[config.mk]
export PLATFORM = sky130hd
export DESIGN_NAME = line_audit_logger
export DESIGN_NICKNAME = d
export VERILOG_FILES = /design/src/rtl/line_audit_logger.sv
export SDC_FILE = /design/constraint.sdc
export NUM_CORES = 1
export LEC_CHECK = 0
export BUFFER_PORTS_ARGS = -buffer_cell sky130_fd_sc_hd__buf_2
export CAP_MARGIN = 40
export CORE_ASPECT_RATIO = 1.75
export CORE_MARGIN = 4
export CORE_UTILIZATION = 51
export DETAILED_ROUTE_END_ITERATION = 12
export PLACE_DENSITY = 0.69
export SETUP_SLACK_MARGIN = 0.05
export SYNTH_ARGS = -nofsm -noshare
export SYNTH_HDL_FRONTEND = slang
export SYNTH_SLANG_ARGS = --single-unit
[constraint.sdc]
create_clock -name clk -period 11.15 [get_ports clk]
set_input_delay 2.23 -clock clk [delete_from_list [all_inputs] [get_ports clk]]
set_output_delay 2.23 -clock clk [all_outputs]
set_load 0.02 [all_outputs]
[src/rtl/line_audit_logger.sv]
module line_audit_logger #(
  parameter int LINES     = 8,
  parameter int TAG_W     = 20,
  parameter int CNT_W     = 32,
  parameter int LOG_DEPTH = 8192,
  localparam int LW       = $clog2(LINES),
  localparam int IDX_W    = $clog2(LOG_DEPTH + 1)
) (
  input  logic                clk,
  input  logic                rst_n,
  input  logic                replay_mode,
  input  logic                fill_valid,
  input  logic [LW-1:0]       fill_line,
  input  logic [TAG_W-1:0]    fill_tag,
  input  logic                fill_data,
  input  logic                acc_valid,
  input  logic [LW-1:0]       acc_line,
  input  logic [1:0]          acc_op,
  input  logic                ld_valid,
  input  logic [LW-1:0]       ld_line,
  input  logic [CNT_W-1:0]    ld_cnt,
  input  logic [1:0]          ld_code,
  input  logic                ckpt_done,
  output logic                log_we,
  output logic [IDX_W-1:0]    log_addr,
  output logic [TAG_W+LW-1:0] log_tag,
  output logic [CNT_W-1:0]    log_cnt,
  output logic [1:0]          log_code,
  output logic                ckpt_req,
  output logic                fire_valid,
  output logic [LW-1:0]       fire_line,
  output logic [1:0]          fire_code
);
  localparam logic [1:0] OP_HIT = 2'b00, OP_RRD = 2'b01, OP_EJ = 2'b10;
  localparam logic [1:0] EV_NONE = 2'b00, EV_RRD = 2'b01, EV_EJ = 2'b10, EV_OVF = 2'b11;
  localparam logic [CNT_W-1:0] CNT_MAX = '1;
  localparam logic [IDX_W-1:0] FULL = IDX_W'(LOG_DEPTH);

  logic [CNT_W-1:0] cnt  [LINES];
  logic [1:0]       flg  [LINES];
  logic [TAG_W-1:0] tagr [LINES];
  logic [LINES-1:0] is_data;
  logic [IDX_W-1:0] idx;

  logic [CNT_W-1:0] cur_cnt;
  logic [1:0]       cur_flg;
  logic             act, rec_due;
  logic [1:0]       rec_code;

  assign cur_cnt = cnt[acc_line];
  assign cur_flg = flg[acc_line];
  assign act     = acc_valid && is_data[acc_line];

  always_comb begin
    rec_due  = 1'b0;
    rec_code = EV_NONE;
    if (act && !replay_mode) begin
      case (acc_op)
        OP_HIT: if (cur_cnt == CNT_MAX) begin rec_due = 1'b1; rec_code = EV_OVF; end
        OP_RRD: begin rec_due = 1'b1; rec_code = EV_RRD; end
        OP_EJ:  begin rec_due = 1'b1; rec_code = EV_EJ;  end
        default: ;
      endcase
    end
  end

  always_ff @(posedge clk) begin
    if (!rst_n) begin
      idx        <= '0;
      log_we     <= 1'b0;
      log_addr   <= '0;
      log_tag    <= '0;
      log_cnt    <= '0;
      log_code   <= EV_NONE;
      ckpt_req   <= 1'b0;
      fire_valid <= 1'b0;
      fire_line  <= '0;
      fire_code  <= EV_NONE;
      is_data    <= '0;
      for (int i = 0; i < LINES; i++) begin
        cnt[i]  <= '0;
        flg[i]  <= EV_NONE;
        tagr[i] <= '0;
      end
    end else begin
      log_we     <= 1'b0;
      ckpt_req   <= 1'b0;
      fire_valid <= 1'b0;
      if (fill_valid) begin
        tagr[fill_line]    <= fill_tag;
        is_data[fill_line] <= fill_data;
        cnt[fill_line]     <= '0;
        flg[fill_line]     <= EV_NONE;
      end
      if (ld_valid) begin
        cnt[ld_line]     <= ld_cnt;
        flg[ld_line]     <= ld_code;
        is_data[ld_line] <= 1'b1;
      end
      if (rec_due) begin
        if (idx == FULL) begin
          ckpt_req <= 1'b1;
        end else begin
          log_we        <= 1'b1;
          log_addr      <= idx;
          log_tag       <= {tagr[acc_line], acc_line};
          log_cnt       <= cur_cnt;
          log_code      <= rec_code;
          idx           <= idx + 1'b1;
          cnt[acc_line] <= '0;
          flg[acc_line] <= EV_NONE;
        end
      end else if (act && !replay_mode && acc_op == OP_HIT) begin
        cnt[acc_line] <= cur_cnt + 1'b1;
      end else if (act && replay_mode && acc_op == OP_HIT) begin
        if (cur_cnt == '0) begin
          if (cur_flg != EV_NONE) begin
            fire_valid <= 1'b1;
            fire_line  <= acc_line;
            fire_code  <= cur_flg;
          end
          flg[acc_line] <= EV_NONE;
        end else begin
          cnt[acc_line] <= cur_cnt - 1'b1;
        end
      end
      if (ckpt_done) idx <= '0;
    end
  end
endmodule

# == Yosys cells after proc, flatten, opt, wreduce, memory -nomap -nowiden ==
# Memories as Yosys holds them, arrays and structs flattened. A register that Yosys moved wholly into a read port is not among the register bits.
# Cells that the tools add are included.
# word_totals
reg_bits,101
mem_bits_rw,432
input_bits,73
out_inout_bits,79
wordCells,130
n_memories,3
# op_classes
n_addsub,3
magnitude_cmp,5
n_eq_ne,4
n_mux,69
bitwise,10
reduce_logical,25
# memory_table
memory,depth,width,rd,rd_clocked_by_memory_dff,wr,line,rtl
cnt,8,32,1,0,8,39,logic [CNT_W-1:0] cnt [LINES];
tagr,8,20,1,1,8,41,logic [TAG_W-1:0] tagr [LINES];
flg,8,2,1,0,8,40,logic [1:0] flg [LINES];
# ops
operator,count
$mux 32,5
$reduce_or 32->1,3
$mux 1,41
$add 32x1->32 const B,1
$eq 32x32->1 const B,1
$logic_not 32->1,1
$sub 32x1->32 const B,1
$mux 8,3
$mux 3,7
$mux 20,1
$reduce_or 20->1,1
$add 14x1->14 const B,1
$eq 14x14->1 const B,1
$lt 3x4->1 const B,3
$mux 2,6
$reduce_or 2->1,5
$bwmux 8,1
$or 8x8->8,1
$logic_and 1x1->1,7
$demux 1 s3,2
$ge 3x1->1 const B,2
$not 1->1,6
$pmux 2 s3,1
$reduce_and 5->1,1
other kinds (10),14

# == Logic depth before layout (Yosys ltp) ==
# Gate-level depths: netlist (run 1).
# logic_depth
depth_word,13
ltp_mapped,22
mapped_depth_nobuf,12

# == Least setup slack after synthesis (run 1) ==
# No wires, ideal clock.
# synth_path
path_type,input to register
from,input acc_line[1]
to,"memory cnt[1][0], enable pin"
setup_ns,0.478
t_arrival_ns,6.700
required_time_ns,10.672
slack_ns,3.973
stages,19
n_path_buf,9
path_cell_list,buf_2 buf_4 buf_4 buf_2 buf_4 buf_2 a221oi_1 o221a_2 buf_2 inv_1 ha_1 o21ai_0 or4_1 nor4_4 a211oi_2 buf_6 a32oi_4 buf_2 nand2_1
# synth_rtl
element,line,rtl
from (decl),17,"input logic [LW-1:0] acc_line,"
to (decl),39,

==> results.json, run 1 <==
{
  "drt-initial-drc-count": 2824,
  "grt_max_degree": 74,
  "internal_power_uw": 3350,
  "yosysSeqAreaShare": 0.562,
  "synthFlopType": "edfxtp_1",
  "syn-num-nets": 2429,
  "cts_setup_buffers": 0,
  "yosys.area.top_type": "edfxtp_1",
  "mostFrequentLayoutCells": "edfxtp_1 (416), nand3_1 (285), o21ai_0 (230)",
  "cp_slowest_stage_delay_ns": 0.87,
  "grt_pass1_wl_mm": 137,
  "dp_hpwl_mm": 61.3,
  "io_buffer_count": 151,
  "crit_top_cell": "buf_4",
  "io_pins": 152,
  "cp_slowest_cell": "a32oi_4",
  "startpoint_type": "input port",
  "cts_resized": 0,
  "finalCriticalPeriod_ns": 7.84,
  "p_leak_uw": 0.0102,
  "grt_remaining_overflow": 0,
  "start_util": 0.514,
  "tns_ns": 0,
  "grt_util_all_layers": 0.328,
  "crit_fanout": 54,
  "synth_top_cell_area_share": 0.473,
  "clock_skew_ns": 0.0160,
  "syn_area_per_cell_sq_um": 11.2,
  "total_power_uw": 4470,
  "ir_drop_v": 0.000134,
  "p_clk_frac": 0.389,
  "p_seq_frac": 0.508,
  "clock_latency_ns": 0.59,
  "synth-edff-count": 416,
  "p_sw_uw": 1120,
  "drc": 0,
  "holdCritPathClass": "flop to flop",
  "drt-total-wl_mm": 93.6,
  "crit_chain": "buf_4, buf_4, mux4_2, mux2i_1, inv_1, ha_1, o21ai_0, or4_1, nor4_4, a211oi_4, buf_4, a32oi_4, nand2_2, buf_16",
  "wl_per_cell_um": 29.9,
  "setup_violations": 0,
  "finalHoldViolCount": 0,
  "die_w_um": 180,
  "nNetsFinal": 2490,
  "gp_congestion": 0.993,
  "synth_seq_cells": 533,
  "dieArea_sq_um": 55600,
  "via_per_inst": 6.76,
  "clock_path_buffers": 3,
  "grt_pass1_vias": 21200,
  "die_h_um": 309,
  "worst_pin_slew_ns": 1.08,
  "critPathKind": "input port to flop",
  "fmax_mhz": 127,
  "outcome": "completed",
  "power.density_nw_per_um2": 150,
  "slew_headroom": 0.281,
  "rsz0062_at_grt": "false",
  "critical_path_required_ns": 11.49,
  "syn-cell-area_sq_um": 26400,
  "async_reset_ff_frac": 0,
  "final_common_cell": "edfxtp_1",
  "cts_hold_buf": 0,
  "combPwrFrac": 0.103,
  "drv_slew": 0,
  "period_share": 0.704,
  "endpoint_kind": "flop",
  "htree_levels": 2,
  "rows": 110,
  "clock-sinks": 533,
  "drive_above_1_share": 0.182,
  "rrSetupSlack_ns": 5.68,
  "cts_tree": "yes",
  "cap_violations": 0,
  "yosysUniqueCellTypes": 86,
  "cts_buffers": 48,
  "yosysWarnings": 0,
  "core_area_sq_um": 51300,
  "drt.antenna.violating_nets": 0,
  "clockRootBuffer": "clkbuf_16",
  "synth_area_leaders": "edfxtp_1 (47%), dfxtp_1 (8.9%), nand3_1 (5.4%)",
  "grt_antenna_before_repair": 9,
  "syn_inst": 2349,
  "clkTransAtPathRegs_ns": 0.06,
  "syn_to_final_growth_pct": 12.6,
  "arrival_ns": 8.18,
  "drt-pass1-iter-count": 6,
  "vias": 21100,
  "swShare": 0.251
}
==> kinds of logic after synthesis <==
family,after synthesis,share of synthesized area
buffers and inverters,248,0.0428
flip-flops,533,0.562
XOR/XNOR,14,0.00465
multiplexers,123,0.0743
AND/OR/NAND/NOR,824,0.162
adder cells (fa/ha/maj),7,0.00332
AO/OA/AOI/OAI,600,0.150
==> path summary, 6_finish.rpt <==
kind,start,to,cells after the start
worst min-delay path,log_tag[1]$_SDFFE_PN0N_,log_tag[1]$_SDFFE_PN0N_,2
worst max register to register,cnt[2][16]$_DFFE_PP_,cnt[2][4]$_DFFE_PP_,9
worst max-delay path,acc_line[1],cnt[2][4]$_DFFE_PP_,14
worst min register to register,log_tag[1]$_SDFFE_PN0N_,log_tag[1]$_SDFFE_PN0N_,2
==> power by group through the flow <==
| stage | clock network (uW) | registers, uW | logic [uW] |
|---|---|---|---|
| after global routing | 1830 | 2280 | 478 |
| after floorplan | 0 | 2300 | 255 |
| final | 1740 | 2270 | 460 |
| after CTS | 1750 | 2270 | 445 |
| after detailed placement | 0 | 2310 | 444 |
| after global placement | 0 | 2310 | 419 |
==> final cells by class <==
class	instances	area (sq um)
multi-input cells	1568	10700
diodes	7	17.5
repair buffers	229	1580
clock buffers	54	1240
flip-flops and latches	533	14800
fillers	4216	21600
clock inverters	35	390
well taps	672	841
inverters	30	114
==> stage by stage <==
| stage | hold slack (ns) | area, sq um | worst slack [ns] | cells | util |
|---|---|---|---|---|---|
| floorplan | 0.440 | 26400 | 3.97 | 2349 | - |
| global placement | 0.444 | 27600 | 2.65 | 2998 | 0.537 |
| detailed placement | 0.448 | 28000 | 2.81 | 3030 | 0.546 |
| CTS | 0.457 | 29700 | 3.41 | 3119 | 0.578 |
| global route | 0.477 | 29700 | 2.98 | 3126 | 0.579 |
| finish | 0.454 | 29700 | 3.31 | 3128 | 0.579 |
==> worst max-delay path: cells and delay by family <==
kind                     cells  cell delay [ns]
AO/OA/AOI/OAI                3             1.30
adder cells (fa/ha/maj)      1             0.17
buffers and inverters        5             2.06
multiplexers                 2             0.54
AND/OR/NAND/NOR              3             1.79
==> cells in the mapped netlist (all sizes together) (6+ instances only) <==
| library cell | instances |
|---|---|
| a221o | 8 |
| a22oi | 33 |
| mux4 | 53 |
| nor2 | 125 |
| a22o | 39 |
| edfxtp | 416 |
| ha | 7 |
| nor3 | 40 |
| a21o | 9 |
| o21ai | 283 |
| a32o | 11 |
| a21oi | 67 |
| xor2 | 6 |
| mux2i | 53 |
| nand3 | 285 |
| a31oi | 7 |
| nor2b | 6 |
| o22ai | 6 |
| dfxtp | 117 |
| a311oi | 16 |
| nand4 | 16 |
| and4 | 7 |
| mux2 | 17 |
| nor4 | 16 |
| and3 | 11 |
| inv | 28 |
| or3 | 12 |
| a221oi | 39 |
| nand2 | 98 |
| nand2b | 16 |
| and2 | 170 |
| buf | 91 |
| xnor2 | 8 |
| or2 | 6 |
| o221ai | 9 |
| a211oi | 34 |
| clkbuf | 127 |
| a32oi | 9 |
==> metal layers <==
metal  wire length (um)  track usage
met5                 27            0
met1              29300        0.347
met3               8080       0.0620
met4               9950        0.284
met2              46200        0.563
==> flip-flops by register name, indices dropped and copies added, names as in the netlist <==
signal / flops
log_cnt: 32
fire_line: 3
flg: 16
ckpt_req: 1
fire_valid: 1
fire_code: 2
log_we: 1
cnt: 256
log_tag: 23
log_addr: 14
log_code: 2
idx: 14
tagr: 160
is_data: 8
No activity file was read; power rests on OpenSTA's default activity.
==> run 2: changes to the inputs <==
--- a/config.mk
+++ b/config.mk
@@ -5,13 +5,14 @@
 export SDC_FILE = /design/constraint.sdc
 export NUM_CORES = 1
 export LEC_CHECK = 0
+export ABC_AREA = 1
 export BUFFER_PORTS_ARGS = -buffer_cell sky130_fd_sc_hd__buf_2
 export CAP_MARGIN = 40
 export CORE_ASPECT_RATIO = 1.75
 export CORE_MARGIN = 4
 export CORE_UTILIZATION = 51
 export DETAILED_ROUTE_END_ITERATION = 12
-export PLACE_DENSITY = 0.69
+export PLACE_DENSITY = 0.68
 export SETUP_SLACK_MARGIN = 0.05
 export SYNTH_ARGS = -nofsm -noshare
 export SYNTH_HDL_FRONTEND = slang
==> constraint.sdc (replaced) <==
create_clock -name clk -period 8 [get_ports clk]
set_input_delay 1.6 -clock clk [delete_from_list [all_inputs] [get_ports clk]]
set_output_delay 1.6 -clock clk [all_outputs]
set_load 0.02 [all_outputs]
==> run 2 against run 1 <==
Sequential cell count unchanged. Via count increased by 28%. Worst setup slack worse by 1.2 ns. Critical path depth is 5 higher. Critical path type unchanged. Total power increased by 40%.
==> results.json, run 2 <==
{
  "outcome": "completed",
  "worst_pin_slew_ns": 0.947,
  "arrival_ns": 6.38,
  "mostFrequentLayoutCells": "nand2_1 (1,404), nor2_1 (580), edfxtp_1 (416)",
  "clock_latency_ns": 0.61,
  "dp_hpwl_mm": 63.2,
  "io_buffer_count": 151,
  "drive_above_1_share": 0.0921,
  "cts_buffers": 50,
  "drt-initial-drc-count": 2773,
  "regArea_sq_um": 14800,
  "htree_levels": 2,
  "synth_commonest_cells": "nand2_1 (1,412), nor2_1 (585), edfxtp_1 (416), nand3_1 (381), inv_1 (296)",
  "drt-total-wl_mm": 104,
  "final_common_cell": "nand2_1",
  "finalHoldViolCount": 0,
  "syn_area_per_cell_sq_um": 7.55,
  "pre_cts_ws_ns": 1.61,
  "worst_slack_ns": 2.10,
  "synth-edff-count": 416,
  "vias": 27000,
  "drc": 0,
  "tns_ns": 0,
  "nNetsFinal": 4000,
  "reg2reg_from": "cnt[4][14]$_DFFE_PP_",
  "clockRootBuffer": "clkbuf_16",
  "largest_register": "cnt",
  "clock-sinks": 533,
  "die_h_um": 325,
  "power.density_nw_per_um2": 195,
  "yosysWarnings": 0,
  "async_reset_ff_frac": 0,
  "p_leak_uw": 0.0147,
  "holdCritPathClass": "flop to flop",
  "clkTransAtPathRegs_ns": 0.07,
  "syn-num-nets": 3954,
  "slew_headroom": 0.369,
  "rows": 115,
  "synth_area_leaders": "edfxtp_1 (43%), nand2_1 (18%), dfxtp_1 (8.0%)",
  "grt_util_all_layers": 0.329,
  "setup_violations": 0,
  "grt_pass1_wl_mm": 156,
  "gp_congestion": 0.923,
  "crit_start": "acc_line[2]",
  "grt_antenna_before_repair": 4,
  "crit_fanout": 26,
  "syn_inst": 3874,
  "drt-pass1-iter-count": 8,
  "yosysUniqueCellTypes": 37,
  "finalCriticalPeriod_ns": 5.90,
  "wl_per_cell_um": 21.9,
  "multi_input_area_sq_um": 12200,
  "startpoint_type": "input port",
  "rsz0062_at_grt": "false",
  "placed_area_sq_um": 30600,
  "drt.antenna.violating_nets": 0,
  "via_per_inst": 5.72,
  "fillers": 5317,
  "syn_to_final_growth_pct": 9.95,
  "largest_register_ff_count": 256,
  "drv_slew": 0,
  "synth_top_cell_area_share": 0.427,
  "cts_setup_buffers": 0,
  "finish.instance_area_sq_um": 32200,
  "yosys.area.top_type": "edfxtp_1",
  "yosysSeqAreaShare": 0.507,
  "hp-start": "log_addr[2]$_SDFFE_PN0N_",
  "dieArea_sq_um": 61400,
  "top_regs": "cnt x256, tagr x160, log_cnt x32",
  "fmax_mhz": 169,
  "cts_resized": 0,
  "period_share": 0.738,
  "cts_tree": "yes",
  "endpoint_kind": "flop",
  "start_util": 0.517,
  "io_pins": 152,
  "core_area_sq_um": 56500,
  "yosysMostFrequentCell": "nand2_1",
  "critical_path_required_ns": 8.47,
  "clock_path_buffers": 3,
  "grt_max_degree": 182,
  "grt_pass1_vias": 26100,
  "die_w_um": 189,
  "synth_seq_cells": 533,
  "critPathKind": "input port to flop",
  "syn-cell-area_sq_um": 29300,
  "cts_hold_buf": 0,
  "cap_violations": 0,
  "grt_remaining_overflow": 0,
  "synthFlopType": "edfxtp_1",
  "clock_skew_ns": 0.0247,
  "ir_drop_v": 0.000210
}
==> run 2: cell types whose count changed in the layout (fill, tap and decap cells not counted), moves of 56 or more <==
cell	before	now
nand2_1	93	1404
nor2_1	110	580
inv_1	29	293
o21ai_0	230	58
and2_1	170	0
nand3_1	285	381
nand4_1	16	72
==> run 2: area by class of cell <==
type                       instances  share of cell area
sequential                       533               0.461
multi-input combinational       2791               0.379
clock buffer                      76              0.0459
timing repair buffer             220              0.0423
inverter                         324              0.0380
tap                              760              0.0296
clock inverter                    17             0.00393
antenna                            2            0.000156
==> run 2: through the flow <==
| stage | cells | util | power (uW) | hold slack (ns) |
|---|---|---|---|---|
| after floorplan | 3874 | - | 3660 | 0.445 |
| after global routing | 4722 | 0.569 | 6450 | 0.476 |
| after CTS | 4721 | 0.569 | 6270 | 0.466 |
| after detailed placement | 4628 | 0.541 | 3920 | 0.455 |
| final | 4723 | 0.569 | 6280 | 0.463 |
| after global placement | 4626 | 0.540 | 3910 | 0.450 |
==> run 2: logic make-up (layout without fill, tap and decap cells) <==
logic type / count (synthesis) / in the layout / share of synthesized area
compound gates: 235 / 235 / 0.0491
xor+xnor: 47 / 47 / 0.0141
fa+ha+maj: 7 / 7 / 0.00299
buf+inv: 550 / 637 / 0.0784
flops: 533 / 533 / 0.507
other cells: 0 / 2 / 0
simple gates: 2502 / 2502 / 0.349
==> run 2: worst max-delay path, cell delays in order <==
cell and delay (ns):
buf_2 0.09, buf_4 0.35, inv_2 0.34, nor2_4 0.68
nand2_1 0.48, inv_2 0.14, nand2_1 0.06, nand2_1 0.05
nor2_1 0.04, nand4_1 0.25, nand3_1 0.17, nor2_1 0.19
nand3_1 0.19, inv_1 0.71, buf_4 0.27, nand2_1 0.05
nand2_1 0.41, nand3_1 0.14, nand2_1 0.11
==> run 2: final timing paths <==
kind	to	slack, ns	cells past startpoint
setup reg to reg	cnt[4][11]$_DFFE_PP_	4.08	17
hold reg to reg	log_addr[2]$_SDFFE_PN0N_	0.46	2
setup / recovery	cnt[4][11]$_DFFE_PP_	2.10	19
hold / removal	log_addr[2]$_SDFFE_PN0N_	0.46	2
==> run 2: power by group <==
group | switching (uW) | internal [uW]
registers | 39.9 | 3130
clock network | 1090 | 1310
logic | 540 | 164
total | 1670 | 4610
==> run 2: metal layers <==
metal	wire length, um	GRT usage
met4	10200	0.258
met1	35100	0.373
met3	8550	0.0422
met5	8	0
met2	49700	0.558
